File: config.mk
export PLATFORM = sky130hd
export DESIGN_NAME = dbar_unit
export DESIGN_NICKNAME = d
export VERILOG_FILES = /design/src/rtl/dbar_pkg.sv /design/src/rtl/dbar_flag_store.sv /design/src/rtl/dbar_agent.sv /design/src/rtl/dbar_unit.sv
export SDC_FILE = /design/constraint.sdc
export NUM_CORES = 1
export LEC_CHECK = 0
export CAP_MARGIN = 20
export CELL_PAD_IN_SITES_DETAIL_PLACEMENT = 1
export CELL_PAD_IN_SITES_GLOBAL_PLACEMENT = 2
export CORE_UTILIZATION = 36
export CTS_BUF_LIST = sky130_fd_sc_hd__clkbuf_4 sky130_fd_sc_hd__clkbuf_8
export DETAILED_ROUTE_END_ITERATION = 8
export PLACE_DENSITY = 0.77
export SYNTH_ARGS = -nofsm -noshare
export SYNTH_HDL_FRONTEND = slang
export SYNTH_SLANG_ARGS = --single-unit
File: constraint.sdc
create_clock -name clk -period 1.8 [get_ports clk]
set_input_delay 0.36 -clock clk [delete_from_list [all_inputs] [get_ports clk]]
set_output_delay 0.36 -clock clk [all_outputs]
set_load 0.01 [all_outputs]
File: src/rtl/dbar_pkg.sv
package dbar_pkg;

    // Per-agent sequencer state
    typedef enum logic [1:0] {
        AG_IDLE = 2'd0,
        AG_POST = 2'd1,
        AG_POLL = 2'd2
    } agent_st_e;

    // Rounds needed for n agents
    function automatic int unsigned round_count(input int unsigned n);
        return (n < 2) ? 1 : $clog2(n);
    endfunction

    // Width of a round index
    function automatic int unsigned round_width(input int unsigned rounds);
        return (rounds < 2) ? 1 : $clog2(rounds);
    endfunction

    // Agent that writes agent j's flag in round r
    function automatic int unsigned writer_of(input int unsigned j,
                                              input int unsigned r,
                                              input int unsigned n);
        return (j + n - ((1 << r) % n)) % n;
    endfunction

endpackage

File: src/rtl/dbar_flag_store.sv
module dbar_flag_store
    import dbar_pkg::*;
#(
    parameter int unsigned NUM_AGENTS = 5,
    parameter int unsigned ROUNDS     = 3,
    parameter int unsigned RW         = 2
) (
    input  logic                          clk,
    input  logic                          rst,
    input  logic [NUM_AGENTS-1:0]         wr_en,
    input  logic [NUM_AGENTS-1:0]         wr_bank,
    input  logic [NUM_AGENTS-1:0][RW-1:0] wr_round,
    input  logic [NUM_AGENTS-1:0]         wr_val,
    input  logic [NUM_AGENTS-1:0]         rd_bank,
    input  logic [NUM_AGENTS-1:0][RW-1:0] rd_round,
    output logic [NUM_AGENTS-1:0]         rd_flag
);

    logic [1:0][ROUNDS-1:0] flag_v [NUM_AGENTS];

    for (genvar j = 0; j < NUM_AGENTS; j++) begin : g_owner
        for (genvar b = 0; b < 2; b++) begin : g_bank
            for (genvar r = 0; r < ROUNDS; r++) begin : g_round
                localparam int unsigned WR = writer_of(j, r, NUM_AGENTS);
                logic hit;
                logic cell_q;

                assign hit = wr_en[WR] && (wr_bank[WR] == 1'(b))
                             && (wr_round[WR] == RW'(r));

                always_ff @(posedge clk) begin
                    if (rst) begin
                        cell_q <= 1'b0;
                    end else if (hit) begin
                        cell_q <= wr_val[WR];
                    end
                end

                assign flag_v[j][b][r] = cell_q;


                flag_flip_chk: assert property (@(posedge clk) disable iff (rst)
                    hit |-> (cell_q != wr_val[WR]));
            end
        end
    end

    always_comb begin
        for (int j = 0; j < NUM_AGENTS; j++) begin
            rd_flag[j] = flag_v[j][rd_bank[j]][rd_round[j]];
        end
    end

endmodule

File: src/rtl/dbar_agent.sv
module dbar_agent
    import dbar_pkg::*;
#(
    parameter int unsigned ROUNDS = 3,
    parameter int unsigned RW     = 2
) (
    input  logic          clk,
    input  logic          rst,
    input  logic          arrive,
    input  logic          flag_in,
    output logic          wr_en,
    output logic          wr_bank,
    output logic [RW-1:0] wr_round,
    output logic          wr_val,
    output logic          rd_bank,
    output logic [RW-1:0] rd_round,
    output logic          release_o
);

    localparam logic [RW-1:0] LAST = RW'(ROUNDS - 1);

    agent_st_e     st_q;
    logic [RW-1:0] round_q;
    logic          sense_q;
    logic          bank_q;
    logic          rel_q;

    assign wr_en     = (st_q == AG_POST);
    assign wr_bank   = bank_q;
    assign wr_round  = round_q;
    assign wr_val    = ~sense_q;
    assign rd_bank   = bank_q;
    assign rd_round  = round_q;
    assign release_o = rel_q;

    always_ff @(posedge clk) begin
        if (rst) begin
            st_q    <= AG_IDLE;
            round_q <= '0;
            sense_q <= 1'b0;
            bank_q  <= 1'b0;
            rel_q   <= 1'b0;
        end else begin
            rel_q <= 1'b0;
            unique case (st_q)
                AG_IDLE: begin
                    if (arrive) begin
                        st_q    <= AG_POST;
                        round_q <= '0;
                    end
                end
                AG_POST: begin
                    st_q <= AG_POLL;
                end
                AG_POLL: begin
                    if (flag_in != sense_q) begin
                        if (round_q == LAST) begin
                            st_q   <= AG_IDLE;
                            rel_q  <= 1'b1;
                            bank_q <= ~bank_q;
                            if (bank_q) begin
                                sense_q <= ~sense_q;
                            end
                        end else begin
                            st_q    <= AG_POST;
                            round_q <= round_q + 1'b1;
                        end
                    end
                end
                default: st_q <= AG_IDLE;
            endcase
        end
    end


    rel_pulse_chk: assert property (@(posedge clk) disable iff (rst)
        rel_q |=> !rel_q);


    round_hold_chk: assert property (@(posedge clk) disable iff (rst)
        (st_q == AG_POLL && flag_in == sense_q) |=>
        (st_q == AG_POLL && $stable(round_q)));


    round_step_chk: assert property (@(posedge clk) disable iff (rst)
        (st_q == AG_POLL) |=>
        ((st_q == AG_POLL && round_q == $past(round_q)) ||
         (st_q == AG_POST && round_q == $past(round_q) + 1'b1) ||
         (st_q == AG_IDLE && rel_q)));


    busy_ignore_chk: assert property (@(posedge clk) disable iff (rst)
        (st_q != AG_IDLE && arrive) |=> !(st_q == AG_POST && round_q == '0));

endmodule

File: src/rtl/dbar_unit.sv
module dbar_unit
    import dbar_pkg::*;
#(
    parameter int unsigned NUM_AGENTS = 5
) (
    input  logic                  clk,
    input  logic                  rst,
    input  logic [NUM_AGENTS-1:0] arrive_i,
    output logic [NUM_AGENTS-1:0] release_o
);

    localparam int unsigned ROUNDS = round_count(NUM_AGENTS);
    localparam int unsigned RW     = round_width(ROUNDS);

    logic [NUM_AGENTS-1:0]         wr_en;
    logic [NUM_AGENTS-1:0]         wr_bank;
    logic [NUM_AGENTS-1:0][RW-1:0] wr_round;
    logic [NUM_AGENTS-1:0]         wr_val;
    logic [NUM_AGENTS-1:0]         rd_bank;
    logic [NUM_AGENTS-1:0][RW-1:0] rd_round;
    logic [NUM_AGENTS-1:0]         rd_flag;

    for (genvar i = 0; i < NUM_AGENTS; i++) begin : g_agent
        dbar_agent #(
            .ROUNDS (ROUNDS),
            .RW     (RW)
        ) u_agent (
            .clk       (clk),
            .rst       (rst),
            .arrive    (arrive_i[i]),
            .flag_in   (rd_flag[i]),
            .wr_en     (wr_en[i]),
            .wr_bank   (wr_bank[i]),
            .wr_round  (wr_round[i]),
            .wr_val    (wr_val[i]),
            .rd_bank   (rd_bank[i]),
            .rd_round  (rd_round[i]),
            .release_o (release_o[i])
        );
    end

    dbar_flag_store #(
        .NUM_AGENTS (NUM_AGENTS),
        .ROUNDS     (ROUNDS),
        .RW         (RW)
    ) u_flags (
        .clk      (clk),
        .rst      (rst),
        .wr_en    (wr_en),
        .wr_bank  (wr_bank),
        .wr_round (wr_round),
        .wr_val   (wr_val),
        .rd_bank  (rd_bank),
        .rd_round (rd_round),
        .rd_flag  (rd_flag)
    );

endmodule

# --- After elaboration in Yosys (flattened, before gate mapping) ---
# Index checks and enable logic that the tools add are counted.
op_classes:
  n_addsub: 5
  magnitude_cmp: 10
  n_eq_ne: 40
  muxes: 65
  n_bitwise: 20
  reduce_logical: 80
op_table:
  columns: ["cell", "count"]
  rows:
  - ["$mux 2", 25]
  - ["$logic_and 1x1->1", 40]
  - ["$reduce_and 4->1", 10]
  - ["$mux 3", 10]
  - ["$pmux 2 s3", 5]
  - ["$eq 2x1->1 const B", 10]
  - ["$eq 2x2->1 const B", 10]
  - ["$logic_not 2->1", 10]
  - ["$ne 2x2->1 const B", 10]
  - ["$not 1->1", 20]
  - ["$pmux 2 s2", 5]
  - ["$lt 2x3->1 const B", 5]
  - ["$mux 1", 15]
  - ["$reduce_and 3->1", 5]
  - ["$reduce_or 3->1", 5]
  - ["$add 2x1->2 const B", 5]
  - ["$bmux 1 s2", 5]
  - ["$lt 1x2->1 const B", 5]
  - ["$ne 2x1->1 const B", 5]
  - ["$reduce_and 2->1", 5]
  - ["$reduce_bool 2->1", 5]
  - ["$ne 1x1->1", 5]
word_totals:
  ff_bits: 65
  inputBits: 7
  output_inout_bits: 5
  elab_cells: 275

# --- Depth between registers and ports, before layout ---
depth:
  depth_word: 7
  ltp_mapped: 8

# --- Cells and area by module ---
# Synthesis repeated with hierarchy kept, for this count alone.
hier_totals:
  cells_unflattened: 353
  hier_area_um2: 3458.3
modules_own_cells:
  columns: ["module", "instances", "cells_each", "area_per_inst_um2", "seq_area_each_um2"]
  rows:
  - ["dbar_agent", 5, 42, 375.4, 140.1]
  - ["dbar_flag_store", 1, 143, 1581.5, 600.6]

# --- Worst setup path after synthesis ---
# No wires, ideal clock.
synth_timing:
  kind: "register to register"
  from: "register g_agent[4].u_agent.round_q[1]"
  to: "register g_agent[4].u_agent.round_q[0]"
  arrival_time_ps: 1882
  required_time_ps: 1726
  path_slack_ps: -156
  stages_incl_launch_ff: 6
  n_path_buf: 0
  cell_sequence: "dfxtp_1 mux4_2 a22oi_2 xor2_2 or4b_1 a31oi_1"
synth_between:
  elab_chain_len: 5
  word_cells_on_any_way: 7
  cone_classes: "eq/ne: 4; mux: 2; reduce/logical: 1"
synth_rtl:
  columns: ["item", "line_no", "text"]
  rows:
  - ["start, declared", "dbar_agent.sv:23", "logic [RW-1:0] round_q;"]
  - ["start signal, assigned", "dbar_agent.sv:66", "round_q <= round_q + 1'b1;"]
  - ["$bmux 1 s2", "dbar_flag_store.sv:50", "rd_flag[j] = flag_v[j][rd_bank[j]][rd_round[j]];"]
  - ["$mux 1 (not written as such)", "dbar_flag_store.sv:50", null]
  - ["$ne 1x1->1", "dbar_agent.sv:56", "if (flag_in != sense_q) begin"]
  - ["$ne 2x1->1 (no line)", null, null]
  - ["$reduce_and 4->1 (no line) *", null, null]
# Every way passes the cells marked *; elsewhere a longest branch is shown, timed or not. The select of a mux whose other input is x is not followed.
# A chain may end at the register's enable or synchronous reset.

# --- Worst setup path after layout ---
layout_timing:
  from: "register g_agent[4].u_agent.round_q[1]"
  to: "register g_agent[4].u_agent.bank_q"
layout_between:
  elab_chain_len: 4
  word_cells_on_any_way: 5
  cone_classes: "eq/ne: 2; mux: 2; reduce/logical: 1"
layout_rtl:
  columns: ["item", "line_no", "text"]
  rows:
  - ["$bmux 1 s2", "dbar_flag_store.sv:50", null]
  - ["$mux 1 (not written as such)", "dbar_flag_store.sv:50", null]
  - ["$ne 1x1->1", "dbar_agent.sv:56", null]
  - ["$reduce_and 3->1 (no line) *", null, null]
  - ["end signal, assigned", "dbar_agent.sv:60", "bank_q <= ~bank_q;"]
  - ["end, declared", "dbar_agent.sv:25", "logic bank_q;"]
# Marks and branches as above.

==> flow_summary.ini <==
[status]
status = finished, violations left
violations = setup timing

[yosys]
synth_seq_cells = 65
synth_cells = 388
synth_top_area_cell = dfxtp_1
async_reset_ff_share_pct = 0
synthTopCellsByArea = dfxtp_1 39%, ha_1 5.6%, a21oi_1 5.3%
synth-edff-count = 0
synth_warnings = 0
yosys.area.top_type_share_pct = 38.5
syn-mean-instance-area_um2 = 8.71
ys_seq_area_share_pct = 38.5
syn-cell-area_um2 = 3380
synth_nets = 410
synth_ff_type = dfxtp_1
synth_cell_type_count = 50

[grt]
antenna_found_initial = 0
grt_util_all_layers_pct = 18.8
grt_pass1_wl_um = 14500
grt_pass1_vias = 2997
grt_overflow = 0
grt_start_max_net_pins = 57

[setup_path]
crit_chain = mux4_2 > a22oi_2 > xor2_2 > nand3b_1 > mux2_4
required_ps = 2020
arrival_ps = 2190
crit_path_start_kind = register
slowest_delay_ps = 510
cp_num_buf_inv = 0
slowest_stage = mux4_2
critical_path_class = register to register
critPathTopFamily = multiplexers
cp-end-kind = register
critPathMaxFanout = 5

[finish]
syn2layout_area_growth_pct = 27.2
layout_commonest_cell = dfxtp_1
final_cell_mix = 52 x dfxtp_1, 47 x nor2_1, 43 x buf_4
multi_input_area_um2 = 2080
nNetsFinal = 453
antenna_cells = 0
drive_gt1_share_pct = 27.3
regArea_um2 = 1330
num-fill-cells = 1047
design_area_um2 = 4300

[run]
drv_cap = 0

[detailed_routing]
drcViolationCount = 0
vias = 2883
ant_nets = 0
first_pass_iters = 4
wire_per_inst_um = 15.9
initialDrtViolationCount = 82
wl_um = 8680
viasPerCell = 5.30

[power_and_ir_drop]
ir_worst_vdd_mv = 0.469
p_leak_nw = 1.51
p_per_area_nw_per_um2 = 780
power_mw = 3.35

[clock_network]
clk_pin_slew_worst_paths_ps = 70
cts.htree.levels = 3
numCtsBuffers = 9
root_buffer = clkbuf_8
cts_num_sinks = 65
cts_tree = yes
cts.path.max_buffers = 2
insertion_delay_ps = 340

[die]
die-height_um = 98.9
die_w_um = 98.9
ios = 12
dieArea_um2 = 9780
fp-row-count = 34
coreArea_um2 = 8890
initial_core_util_pct = 38.0

[timing]
timing.final.ws_setup_ps = -174
fmax_ghz = 0.506
finClkSkew_ps = 12.2
fin_crit_ps = 1970
finalCritPeriodShare_pct = 110
finalMaxSlewViolations = 0
maxSlewHeadroom_pct = 68.3
hold_violations = 0
worst_slew_pin_slew_ps = 474
rsz0062_at_grt = yes
setup_violations = 5

[worst_hold_path]
hold_class = primary input to register

[placement]
port_buffers = 11
finalWeightedCongestion = 0.740
placed_area_um2 = 3790
dp_hpwl_um = 6140
layout make-up:
type	instances	area share, %
repair buffers	56	10.7
well taps	108	3.14
clock buffers	13	3.58
inverters	20	1.75
flip-flops and latches	65	30.8
clock inverters	3	1.51
multi-input cells	279	48.5
power breakdown:
part	total (mW)	internal (mW)	switching (mW)
Clock	1.40	0.842	0.558
Sequential	1.54	1.48	0.0569
Combinational	0.415	0.201	0.214
Total	3.35	2.52	0.829
metal layers:
layer  part of all wire, %  GRT usage [%]  vias to the layer above
li1                      -              -                     1475
met2                    48           30.9                       20
met1                    49           24.4                     1386
met5                     0              0                        -
met3                   2.6           5.11                        2
met4                  0.50           5.05                        0
cell usage after synthesis, types with 6 or more instances:
master	instances
nand2b_1	19
mux2i_1	15
a31oi_1	9
nor2_1	47
buf_4	6
nand2_1	33
nand3_1	16
clkbuf_1	8
mux2_2	10
ha_1	15
a21oi_1	36
dfxtp_1	65
nor2b_1	6
a311oi_1	19
inv_1	20
cell families (layout without fill, tap and decap cells):
group / Yosys count / in the layout / synth area share, %
xor+xnor: 1 / 1 / 0.482
buf+inv: 44 / 92 / 6.11
mux: 27 / 27 / 9.22
fa+ha+maj: 15 / 15 / 5.56
compound gates: 90 / 90 / 18.7
flops: 65 / 65 / 38.5
simple gates: 146 / 146 / 21.4
sequential cells by signal, summed over array words and instances (netlist names):
name,flops
u_flags.g_owner.g_bank.g_round.cell_q,30
g_agent.u_agent.rd_round,10
g_agent.u_agent.st_q,10
g_agent.u_agent.rd_bank,5
g_agent.u_agent.release_o,5
g_agent.u_agent.sense_q,5
per-stage QoR:
stage / util [%] / worst slack (ps) / instances / hold WS, ps / TNS, ps
after global routing: 48.3 / -243 / 544 / 448 / -832
after detailed placement: 42.6 / -174 / 520 / 463 / -474
after floorplan: - / -98.6 / 388 / 433 / -192
after CTS: 46.0 / -142 / 540 / 422 / -279
final: 48.3 / -174 / 544 / 438 / -409
after global placement: 42.6 / -112 / 520 / 454 / -203
path summary, 6_finish.rpt:
kind | from | slack (ps) | cells after the start | end
max | g_agent[4].u_agent.rd_round[1] | -170 | 5 | g_agent[4].u_agent.rd_bank
min | rst | 440 | 3 | g_agent[3].u_agent.rd_round[1]
max reg2reg | g_agent[4].u_agent.rd_round[1] | -170 | 5 | g_agent[4].u_agent.rd_bank
min reg2reg | u_flags.g_owner[4].g_bank[1].g_round[0].cell_q | 470 | 2 | u_flags.g_owner[4].g_bank[1].g_round[0].cell_q
what timing repair did:
action	CTS	global route
hold buffers	0	0
resized for setup	12	41
pin swaps	11	15
buffers inserted	4	4
setup endpoints to repair	11	22
worst reg2reg max path, stage by stage, from the launching register on:
cell	delay [ps]
dfxtp_2	350
mux4_2	510
a22oi_2	260
xor2_2	260
nand3b_1	190
mux2_4	310
No activity file was read; power rests on OpenSTA's default activity.
